## config.mk

```make
export PLATFORM = sky130hd
export DESIGN_NAME = pkt_tstamp_unit
export DESIGN_NICKNAME = d
export VERILOG_FILES = /design/src/rtl/ptsu_pkg.sv /design/src/rtl/ptsu_pend.sv /design/src/rtl/ptsu_sfd_slot.sv /design/src/rtl/ptsu_hw_push.sv /design/src/rtl/ptsu_time_base.sv /design/src/rtl/ptsu_evt_queue.sv /design/src/rtl/pkt_tstamp_unit.sv
export SDC_FILE = /design/constraint.sdc
export NUM_CORES = 2
export LEC_CHECK = 0
export ABC_AREA = 1
export CORE_MARGIN = 4
export CORE_UTILIZATION = 35
export DETAILED_ROUTE_END_ITERATION = 16
export DONT_BUFFER_PORTS = 1
export GPL_TIMING_DRIVEN = 0
export PLACE_DENSITY = 0.58
export RECOVER_POWER = 50
export SLEW_MARGIN = 10
export SYNTH_ARGS = -nofsm -noshare
export SYNTH_HDL_FRONTEND = slang
export SYNTH_SLANG_ARGS = --single-unit
```

## constraint.sdc

```tcl
create_clock -name clk -period 5 [get_ports clk]
set_input_delay 0.75 -clock clk [delete_from_list [all_inputs] [get_ports clk]]
set_output_delay 0.75 -clock clk [all_outputs]
set_load 0.02 [all_outputs]
```

## src/rtl/ptsu_pkg.sv

```systemverilog
package ptsu_pkg;
   typedef enum logic [2:0] {
      EV_SW   = 3'd0,
      EV_HW   = 3'd1,
      EV_RX   = 3'd2,
      EV_TX   = 3'd3,
      EV_WRAP = 3'd4,
      EV_MID  = 3'd5
   } ev_kind_e;

   localparam int KIND_W = 3;
endpackage

```

## src/rtl/ptsu_pend.sv

```systemverilog
module ptsu_pend #(
   parameter int TIME_W = 32
) (
   input  logic              clk,
   input  logic              rst_n,
   input  logic              set,
   input  logic [TIME_W-1:0] stamp_in,
   input  logic              grant,
   output logic              req,
   output logic [TIME_W-1:0] stamp,
   output logic              lost
);
   // an event arriving while the previous one still waits replaces it
   assign lost = set && req && !grant;

   always_ff @(posedge clk or negedge rst_n) begin
      if (!rst_n) begin
         req   <= 1'b0;
         stamp <= '0;
      end else if (set) begin
         req   <= 1'b1;
         stamp <= stamp_in;
      end else if (grant) begin
         req   <= 1'b0;
      end
   end

   AST_PEND_HOLD: assert property (@(posedge clk) disable iff (!rst_n)
      req && !grant && !set |=> req && $stable(stamp));
endmodule

```

## src/rtl/ptsu_sfd_slot.sv

```systemverilog
module ptsu_sfd_slot #(
   parameter int TIME_W = 32
) (
   input  logic              clk,
   input  logic              rst_n,
   input  logic              stb,
   input  logic              ok,
   input  logic              bad,
   input  logic [TIME_W-1:0] time_now,
   input  logic              grant,
   output logic              req,
   output logic [TIME_W-1:0] stamp,
   output logic              lost
);
   logic              held;
   logic [TIME_W-1:0] held_stamp;
   logic              commit;

   // confirm and discard act on the stamp held before this cycle's strobe
   assign commit = ok && held;

   always_ff @(posedge clk or negedge rst_n) begin
      if (!rst_n) begin
         held       <= 1'b0;
         held_stamp <= '0;
      end else if (stb) begin
         held       <= 1'b1;
         held_stamp <= time_now;
      end else if (ok || bad) begin
         held       <= 1'b0;
      end
   end

   ptsu_pend #(.TIME_W(TIME_W)) u_pend (
      .clk      (clk),
      .rst_n    (rst_n),
      .set      (commit),
      .stamp_in (held_stamp),
      .grant    (grant),
      .req      (req),
      .stamp    (stamp),
      .lost     (lost)
   );

   AST_DISCARD_CLEARS: assert property (@(posedge clk) disable iff (!rst_n)
      bad && !stb |=> !held);
   AST_NO_EMPTY_COMMIT: assert property (@(posedge clk) disable iff (!rst_n)
      ok && !held && !req |=> !req);
endmodule

```

## src/rtl/ptsu_hw_push.sv

```systemverilog
module ptsu_hw_push #(
   parameter int TIME_W = 32,
   parameter int SYNC_N = 2
) (
   input  logic              clk,
   input  logic              rst_n,
   input  logic              async_in,
   input  logic [TIME_W-1:0] time_now,
   input  logic              grant,
   output logic              req,
   output logic [TIME_W-1:0] stamp,
   output logic              lost
);
   logic [SYNC_N-1:0] sh;
   logic              prev;
   logic              rise;

   if (SYNC_N < 2) begin : g_bad_sync
      $error("ptsu_hw_push: SYNC_N must be at least 2");
   end

   always_ff @(posedge clk or negedge rst_n) begin
      if (!rst_n) begin
         sh   <= '0;
         prev <= 1'b0;
      end else begin
         sh   <= {sh[SYNC_N-2:0], async_in};
         prev <= sh[SYNC_N-1];
      end
   end

   assign rise = sh[SYNC_N-1] && !prev;

   ptsu_pend #(.TIME_W(TIME_W)) u_pend (
      .clk      (clk),
      .rst_n    (rst_n),
      .set      (rise),
      .stamp_in (time_now),
      .grant    (grant),
      .req      (req),
      .stamp    (stamp),
      .lost     (lost)
   );

   AST_ONE_PER_EDGE: assert property (@(posedge clk) disable iff (!rst_n)
      rise |=> !rise);
endmodule

```

## src/rtl/ptsu_time_base.sv

```systemverilog
module ptsu_time_base #(
   parameter int TIME_W = 32,
   parameter int PW_W   = 8
) (
   input  logic              clk,
   input  logic              rst_n,
   input  logic              run,
   input  logic              ld,
   input  logic [TIME_W-1:0] ld_val,
   input  logic              cmp_en,
   input  logic              cmp_wr,
   input  logic [TIME_W-1:0] cmp_wval,
   input  logic [PW_W-1:0]   pw,
   output logic [TIME_W-1:0] time_q,
   output logic              wrap_evt,
   output logic              mid_evt,
   output logic              cmp_pulse
);
   localparam logic [TIME_W-1:0] ALL_ONES = '1;
   localparam logic [TIME_W-1:0] MID_LAST = {1'b0, {(TIME_W-1){1'b1}}};

   logic [TIME_W-1:0] cmp_val;
   logic              armed;
   logic              fire;
   logic [PW_W-1:0]   pcnt;

   assign wrap_evt = run && !ld && (time_q == ALL_ONES);
   assign mid_evt  = run && !ld && (time_q == MID_LAST);
   assign fire     = cmp_en && armed && (time_q == cmp_val);

   always_ff @(posedge clk or negedge rst_n) begin
      if (!rst_n)       time_q <= '0;
      else if (ld)      time_q <= ld_val;
      else if (run)     time_q <= time_q + 1'b1;
   end

   always_ff @(posedge clk or negedge rst_n) begin
      if (!rst_n) begin
         cmp_val <= '0;
         armed   <= 1'b0;
      end else if (cmp_wr) begin
         cmp_val <= cmp_wval;
         armed   <= 1'b1;
      end else if (fire) begin
         armed   <= 1'b0;
      end
   end

   always_ff @(posedge clk or negedge rst_n) begin
      if (!rst_n)           pcnt <= '0;
      else if (fire)        pcnt <= (pw == '0) ? PW_W'(1) : pw;
      else if (pcnt != '0)  pcnt <= pcnt - 1'b1;
   end

   assign cmp_pulse = (pcnt != '0);

   AST_STEP_ONE: assert property (@(posedge clk) disable iff (!rst_n)
      run && !ld |=> time_q == $past(time_q) + 1'b1);
   AST_WRAP_TO_ZERO: assert property (@(posedge clk) disable iff (!rst_n)
      wrap_evt |=> time_q == '0);
   AST_MID_MSB: assert property (@(posedge clk) disable iff (!rst_n)
      mid_evt |=> time_q[TIME_W-1] && (time_q[TIME_W-2:0] == '0));
   AST_PULSE_GATED: assert property (@(posedge clk) disable iff (!rst_n)
      $rose(cmp_pulse) |-> $past(cmp_en));
endmodule

```

## src/rtl/ptsu_evt_queue.sv

```systemverilog
module ptsu_evt_queue #(
   parameter int NSRC   = 4,
   parameter int TIME_W = 32,
   parameter int SRC_W  = 3,
   parameter int DEPTH  = 8
) (
   input  logic                         clk,
   input  logic                         rst_n,
   input  logic [NSRC-1:0]              req,
   input  logic [NSRC-1:0][TIME_W-1:0]  stamp,
   input  logic [NSRC-1:0][2:0]         kind,
   input  logic [NSRC-1:0][SRC_W-1:0]   srcidx,
   input  logic                         lost_any,
   input  logic                         ovf_clr,
   input  logic                         pop,
   output logic [NSRC-1:0]              grant,
   output logic                         head_valid,
   output logic [2:0]                   head_kind,
   output logic [SRC_W-1:0]             head_src,
   output logic [TIME_W-1:0]            head_stamp,
   output logic                         ovf
);
   localparam int AW = (DEPTH > 1) ? $clog2(DEPTH) : 1;
   localparam int EW = 3 + SRC_W + TIME_W;

   logic [EW-1:0] mem [DEPTH];
   logic [EW-1:0] sel_ent;
   logic [EW-1:0] head_ent;
   logic          hit;
   logic [AW-1:0] wp, rp, wp_nx, rp_nx;
   logic [AW:0]   cnt;
   logic          full, do_push, do_pop, drop;

   if (DEPTH < 2) begin : g_bad_depth
      $error("ptsu_evt_queue: DEPTH must be at least 2");
   end

   // fixed priority: lowest source index wins
   always_comb begin
      grant   = '0;
      hit     = 1'b0;
      sel_ent = '0;
      for (int i = 0; i < NSRC; i++) begin
         if (req[i] && !hit) begin
            grant[i] = 1'b1;
            hit      = 1'b1;
            sel_ent  = {kind[i], srcidx[i], stamp[i]};
         end
      end
   end

   if ((1 << AW) == DEPTH) begin : g_pow2
      assign wp_nx = wp + 1'b1;
      assign rp_nx = rp + 1'b1;
   end else begin : g_mod
      assign wp_nx = (wp == AW'(DEPTH - 1)) ? '0 : wp + 1'b1;
      assign rp_nx = (rp == AW'(DEPTH - 1)) ? '0 : rp + 1'b1;
   end

   assign full    = (cnt == (AW+1)'(DEPTH));
   assign do_push = hit && !full;
   assign drop    = hit && full;
   assign do_pop  = pop && (cnt != '0);

   always_ff @(posedge clk) begin
      if (do_push) mem[wp] <= sel_ent;
   end

   always_ff @(posedge clk or negedge rst_n) begin
      if (!rst_n) begin
         wp  <= '0;
         rp  <= '0;
         cnt <= '0;
         ovf <= 1'b0;
      end else begin
         if (do_push) wp <= wp_nx;
         if (do_pop)  rp <= rp_nx;
         case ({do_push, do_pop})
            2'b10:   cnt <= cnt + 1'b1;
            2'b01:   cnt <= cnt - 1'b1;
            default: cnt <= cnt;
         endcase
         if (drop || lost_any) ovf <= 1'b1;
         else if (ovf_clr)     ovf <= 1'b0;
      end
   end

   assign head_ent   = mem[rp];
   assign head_valid = (cnt != '0);
   assign head_kind  = head_ent[EW-1 -: 3];
   assign head_src   = head_ent[TIME_W +: SRC_W];
   assign head_stamp = head_ent[TIME_W-1:0];

   AST_ONE_GRANT: assert property (@(posedge clk) disable iff (!rst_n)
      $onehot0(grant));
   AST_NO_OVERFLOW: assert property (@(posedge clk) disable iff (!rst_n)
      cnt <= (AW+1)'(DEPTH));
   AST_DROP_FLAGS: assert property (@(posedge clk) disable iff (!rst_n)
      drop |=> ovf);
   AST_FLAG_STICKY: assert property (@(posedge clk) disable iff (!rst_n)
      ovf && !ovf_clr |=> ovf);
endmodule

```

## src/rtl/pkt_tstamp_unit.sv

```systemverilog
module pkt_tstamp_unit #(
   parameter int  NPORT  = 4,
   parameter int  NHW    = 8,
   parameter int  TIME_W = 32,
   parameter int  DEPTH  = 8,
   parameter int  PW_W   = 8,
   parameter int  SYNC_N = 2,
   localparam int NSLOT  = 2 * NPORT,
   localparam int MAXN   = (NPORT > NHW) ? NPORT : NHW,
   localparam int SRC_W  = (MAXN > 1) ? $clog2(MAXN) : 1
) (
   input  logic              clk,
   input  logic              rst_n,
   input  logic              host_we,
   input  logic [1:0]        host_addr,
   input  logic [TIME_W-1:0] host_wdata,
   input  logic [NSLOT-1:0]  sfd_stb,
   input  logic [NSLOT-1:0]  pkt_ok,
   input  logic [NSLOT-1:0]  pkt_bad,
   input  logic [NHW-1:0]    hw_push,
   input  logic              evt_pop,
   output logic [TIME_W-1:0] time_now,
   output logic              cmp_pulse,
   output logic              evt_valid,
   output logic [2:0]        evt_type,
   output logic [SRC_W-1:0]  evt_src,
   output logic [TIME_W-1:0] evt_stamp,
   output logic              ovf_flag
);
   import ptsu_pkg::*;

   localparam int NSRC     = 3 + NSLOT + NHW;
   localparam int IDX_WRAP = 0;
   localparam int IDX_MID  = 1;
   localparam int IDX_SLOT = 2;
   localparam int IDX_HW   = IDX_SLOT + NSLOT;
   localparam int IDX_SW   = NSRC - 1;
   localparam logic [TIME_W-1:0] MID_STAMP = {1'b1, {(TIME_W-1){1'b0}}};

   if (NPORT < 1 || NHW < 1) begin : g_bad_counts
      $error("pkt_tstamp_unit: NPORT and NHW must be at least 1");
   end
   if (PW_W > TIME_W || TIME_W < 4) begin : g_bad_widths
      $error("pkt_tstamp_unit: PW_W must fit in TIME_W, TIME_W >= 4");
   end

   // host register file
   logic            run_q, cmpen_q;
   logic [PW_W-1:0] pw_q;
   logic            wr_ctl, wr_cmp, wr_pw, wr_ld;
   logic            sw_push, ovf_clr;

   assign wr_ctl  = host_we && (host_addr == 2'd0);
   assign wr_cmp  = host_we && (host_addr == 2'd1);
   assign wr_pw   = host_we && (host_addr == 2'd2);
   assign wr_ld   = host_we && (host_addr == 2'd3);
   assign sw_push = wr_ctl && host_wdata[2];
   assign ovf_clr = wr_ctl && host_wdata[3];

   always_ff @(posedge clk or negedge rst_n) begin
      if (!rst_n) begin
         run_q   <= 1'b0;
         cmpen_q <= 1'b0;
         pw_q    <= '0;
      end else begin
         if (wr_ctl) begin
            run_q   <= host_wdata[0];
            cmpen_q <= host_wdata[1];
         end
         if (wr_pw) pw_q <= host_wdata[PW_W-1:0];
      end
   end

   logic wrap_evt, mid_evt;

   ptsu_time_base #(.TIME_W(TIME_W), .PW_W(PW_W)) u_time (
      .clk       (clk),
      .rst_n     (rst_n),
      .run       (run_q),
      .ld        (wr_ld),
      .ld_val    (host_wdata),
      .cmp_en    (cmpen_q),
      .cmp_wr    (wr_cmp),
      .cmp_wval  (host_wdata),
      .pw        (pw_q),
      .time_q    (time_now),
      .wrap_evt  (wrap_evt),
      .mid_evt   (mid_evt),
      .cmp_pulse (cmp_pulse)
   );

   // event sources, indexed in priority order
   logic [NSRC-1:0]             req, grant, lost;
   logic [NSRC-1:0][TIME_W-1:0] st;
   logic [NSRC-1:0][2:0]        kd;
   logic [NSRC-1:0][SRC_W-1:0]  sx;

   ptsu_pend #(.TIME_W(TIME_W)) u_wrap (
      .clk (clk), .rst_n (rst_n), .set (wrap_evt), .stamp_in ('0),
      .grant (grant[IDX_WRAP]), .req (req[IDX_WRAP]),
      .stamp (st[IDX_WRAP]), .lost (lost[IDX_WRAP])
   );
   assign kd[IDX_WRAP] = EV_WRAP;
   assign sx[IDX_WRAP] = '0;

   ptsu_pend #(.TIME_W(TIME_W)) u_mid (
      .clk (clk), .rst_n (rst_n), .set (mid_evt), .stamp_in (MID_STAMP),
      .grant (grant[IDX_MID]), .req (req[IDX_MID]),
      .stamp (st[IDX_MID]), .lost (lost[IDX_MID])
   );
   assign kd[IDX_MID] = EV_MID;
   assign sx[IDX_MID] = '0;

   for (genvar s = 0; s < NSLOT; s++) begin : g_slot
      ptsu_sfd_slot #(.TIME_W(TIME_W)) u_slot (
         .clk      (clk),
         .rst_n    (rst_n),
         .stb      (sfd_stb[s]),
         .ok       (pkt_ok[s]),
         .bad      (pkt_bad[s]),
         .time_now (time_now),
         .grant    (grant[IDX_SLOT+s]),
         .req      (req[IDX_SLOT+s]),
         .stamp    (st[IDX_SLOT+s]),
         .lost     (lost[IDX_SLOT+s])
      );
      assign kd[IDX_SLOT+s] = (s < NPORT) ? EV_RX : EV_TX;
      assign sx[IDX_SLOT+s] = SRC_W'(s % NPORT);
   end

   for (genvar h = 0; h < NHW; h++) begin : g_hw
      ptsu_hw_push #(.TIME_W(TIME_W), .SYNC_N(SYNC_N)) u_hw (
         .clk      (clk),
         .rst_n    (rst_n),
         .async_in (hw_push[h]),
         .time_now (time_now),
         .grant    (grant[IDX_HW+h]),
         .req      (req[IDX_HW+h]),
         .stamp    (st[IDX_HW+h]),
         .lost     (lost[IDX_HW+h])
      );
      assign kd[IDX_HW+h] = EV_HW;
      assign sx[IDX_HW+h] = SRC_W'(h);
   end

   ptsu_pend #(.TIME_W(TIME_W)) u_sw (
      .clk (clk), .rst_n (rst_n), .set (sw_push), .stamp_in (time_now),
      .grant (grant[IDX_SW]), .req (req[IDX_SW]),
      .stamp (st[IDX_SW]), .lost (lost[IDX_SW])
   );
   assign kd[IDX_SW] = EV_SW;
   assign sx[IDX_SW] = '0;

   ptsu_evt_queue #(
      .NSRC (NSRC), .TIME_W (TIME_W), .SRC_W (SRC_W), .DEPTH (DEPTH)
   ) u_queue (
      .clk        (clk),
      .rst_n      (rst_n),
      .req        (req),
      .stamp      (st),
      .kind       (kd),
      .srcidx     (sx),
      .lost_any   (|lost),
      .ovf_clr    (ovf_clr),
      .pop        (evt_pop),
      .grant      (grant),
      .head_valid (evt_valid),
      .head_kind  (evt_type),
      .head_src   (evt_src),
      .head_stamp (evt_stamp),
      .ovf        (ovf_flag)
   );
endmodule

```

==> impl_metrics.toml <==
[status]
run_status = "finished, violations left"
violations = "capacitance limit, slew limit"

[timing]
relSlewSlack_pct = -186
fin_crit_sh_pct = 90.7
tightestPinTransition_ns = 4.29
fin_worst_skew_ns = 0.0355
min_period_ns = 4.54
fmax_ghz = 0.220
finalSetupViolations = 0
slew_violations = 454
grt_setup_unrepaired = "false"
timing.final.ws_setup_ns = 0.464
hold_viol = 0

[routing]
routed_wl_mm = 160
drc = 0
vias_per_cell = 5.11
dr.pass1.iters = 6
wl_per_cell_microns = 20.1
ant_nets = 0
first_iter_violations = 4013
route.vias.total = 40600

[critical_path]
required_ns = 5.36
slowest_delay_ns = 0.60
crit_buf_inv = 2
path_cells = "nor2_4 > inv_1 > nor2_1 > clkbuf_1 > nand2_1 > nand2_1 > nor2_1 > nand3_1 > nor2_1 > nand3_1 > nor2_1 > nand3_1 > nor2_1 > nand3_1 > nor2_1 > nand3_1"
worst_ep_arrival_time_ns = 4.89
crit_path_start_kind = "flip-flop"
cpMostUsedCell = "nor2_1"
cpLargestDelayFamily = "simple AND/OR/NAND/NOR gates"
cp_max_fo = 11
r2r_slack_ns = 0.46
cpMaxStageDelayCell = "inv_1"
worstSetupEndpointType = "flip-flop"
critPathKind = "reg2reg"

[logic_synthesis]
synth_area_sq_um = 52400
postSynthCellCount = 5732
ys_warn_count = 0
syn_avg_cell_area_sq_um = 9.14
synth_area_leaders = "dfrtp_1 (45%), edfxtp_1 (17%), o21ai_0 (9.8%), nand2_1 (9.3%), nor2_1 (4.7%)"
synth_cell_types = 45
ys_seq_area_share_pct = 62.6
synth_ff_type = "dfrtp_1"
synth.top_cell.area_share_pct = 45.2
synth_edf_count = 304
async_flop_share_pct = 75.7
yosysMostFrequentCell = "nand2_1"
ys_seq_elements = 1250
syn-num-nets = 5810
netlist.top_cell.by_area = "dfrtp_1"
ys_top_cells_by_count = "nand2_1 (1300), o21ai_0 (1027), dfrtp_1 (946)"

[final_layout]
filler_cell_count = 14800
synthToLayoutAreaGrowth_pct = 14.2
multi_input_area_sq_um = 16100
seq_area_sq_um = 32800
layout.nets = 5989
drive_above_1_share_pct = 4.86
final_util_pct = 40.4

[flow_run]
drv_cap = 3

[power_and_ir_drop]
pwr-share-clk_pct = 29.7
p_sw_share_pct = 36.2
p_leak_nw = 25.9
combPwrFrac_pct = 26.2
ir_drop_mv = 0.263
power_density_nw_per_um2 = 569
power.switching_w = 0.0123
seq_power_share_pct = 44.0
internal_power_w = 0.0217

[placement]
dp_slack_ns = 0.594
hpwl_mm = 114
finalWeightedCongestion = 0.890
portBuffers = 0

[clock_tree]
clock_path_buffers = 3
cts_resized = 0
clk_pin_slew_ns = 0.06
cts_root_buf = "clkbuf_16"
cts_tree = "built"
insertion_delay_ns = 0.77
ctsHoldBuffers = 8
cts_sinks = 1250
h-tree-depth = 4
cts_setup_buffers = 0
cts_buffers = 139

[floorplanning]
die_area_sq_um = 156000
io_pins = 143
initial_utilization_pct = 35.4
rows = 141
die_h_microns = 395
die_x_microns = 395
core_area_sq_um = 148000

[global_route]
grt_pass1_wl_mm = 243
antenna_found_initial = 5
grt_pass1_vias = 39200
grt-ovfl-total = 0
grt_max_degree = 947
grt_usage_pct = 20.2

[worst_hold_path]
hold_class = "in2async"
power by group through the flow:
stage / Combinational, W / Clock [W] / Sequential [W]
2_1_floorplan: 0.00543 / 0 / 0.0148
3_3_place_gp: 0.00841 / 0 / 0.0152
3_5_place_dp: 0.00880 / 0 / 0.0151
4_1_cts: 0.00884 / 0.0103 / 0.0150
5_1_grt: 0.00995 / 0.0107 / 0.0153
6_report: 0.00893 / 0.0101 / 0.0150
final timing paths:
path	from	to	cells past startpoint
setup reg to reg	u_wrap.req	u_queue.mem[3][25]	16
hold / removal	rst_n	g_slot[5].u_slot.u_pend.stamp[20]	1
max in group asynchronous	rst_n	g_slot[5].u_slot.held_stamp[5]	1
setup / recovery	u_wrap.req	u_queue.mem[3][25]	16
min in group clk	host_wdata[5]	u_time.time_q[5]	2
hold reg to reg	g_hw[5].u_hw.sh[0]	g_hw[5].u_hw.sh[1]	0
logic make-up after synthesis:
family	count (synthesis)	share of synthesized area [%]
flops	1250	62.6
compound gates	1171	11.7
buf+inv	946	6.84
xor+xnor	51	0.852
simple gates	2306	17.8
fa+ha+maj	8	0.205
area by class of cell:
| class | count | share of cell area, % |
|---|---|---|
| clock inverters | 40 | 0.688 |
| well taps | 1930 | 4.03 |
| inverters | 577 | 3.62 |
| plain buffers | 369 | 2.37 |
| multi-input cells | 3536 | 26.9 |
| clock buffers | 214 | 6.86 |
| flip-flops and latches | 1250 | 54.8 |
| diodes | 4 | 0.0167 |
| repair buffers | 38 | 0.752 |
per-stage QoR:
step                      area (sq um)  std cells  setup TNS [ns]  hold WS, ns  power, W
after floorplan                  52400       5732               0        0.331    0.0202
after global placement           54800       7662         -492.98        0.333    0.0236
after detailed placement         55100       7685               0        0.335    0.0239
after CTS                        59700       7947               0       -0.290    0.0341
after global routing             59900       7956               0       0.0706    0.0359
final                            59900       7958               0       0.0136    0.0340
per-layer routing:
layer  up-vias  global-route usage (%)  wire length [microns]
li1      18900                       -                      -
met1     20200                    28.4                  70900
met2      1279                    31.8                  73200
met3       241                    3.79                  10900
met4         0                    6.45                   4970
met5         -                       0                      0
flip-flops by register name, summed over array words and instances, names as in the netlist, 3 cells and up:
register	count
g_slot.u_slot.held	8
u_queue.cnt	4
g_hw.u_hw.prev	8
g_slot.u_slot.u_pend.stamp	256
g_slot.u_slot.u_pend.req	8
g_hw.u_hw.u_pend.stamp	256
u_time.pcnt	8
u_queue.wp	3
g_hw.u_hw.sh	16
g_hw.u_hw.u_pend.req	8
u_queue.mem	304
u_time.cmp_val	32
g_slot.u_slot.held_stamp	256
u_queue.rp	3
u_sw.stamp	32
u_time.time_q	32
pw_q	8
placed cells by master, fill, tap and decap left out, drive strengths merged, types with 28 or more instances in the layout:
cell type  netlist  layout
clkbuf         341     564
nand2         1301    1301
a31oi           38      38
dfrtp          946     946
nor2           667     667
edfxtp         304     304
nand4           60      60
xor2            44      44
nand3          240     240
clkinv           6      34
o221ai          28      28
o21ai         1028    1028
o22ai           45      45
inv            571     578
buf             28      48
Note: power is estimated with default switching activity, not from simulation.
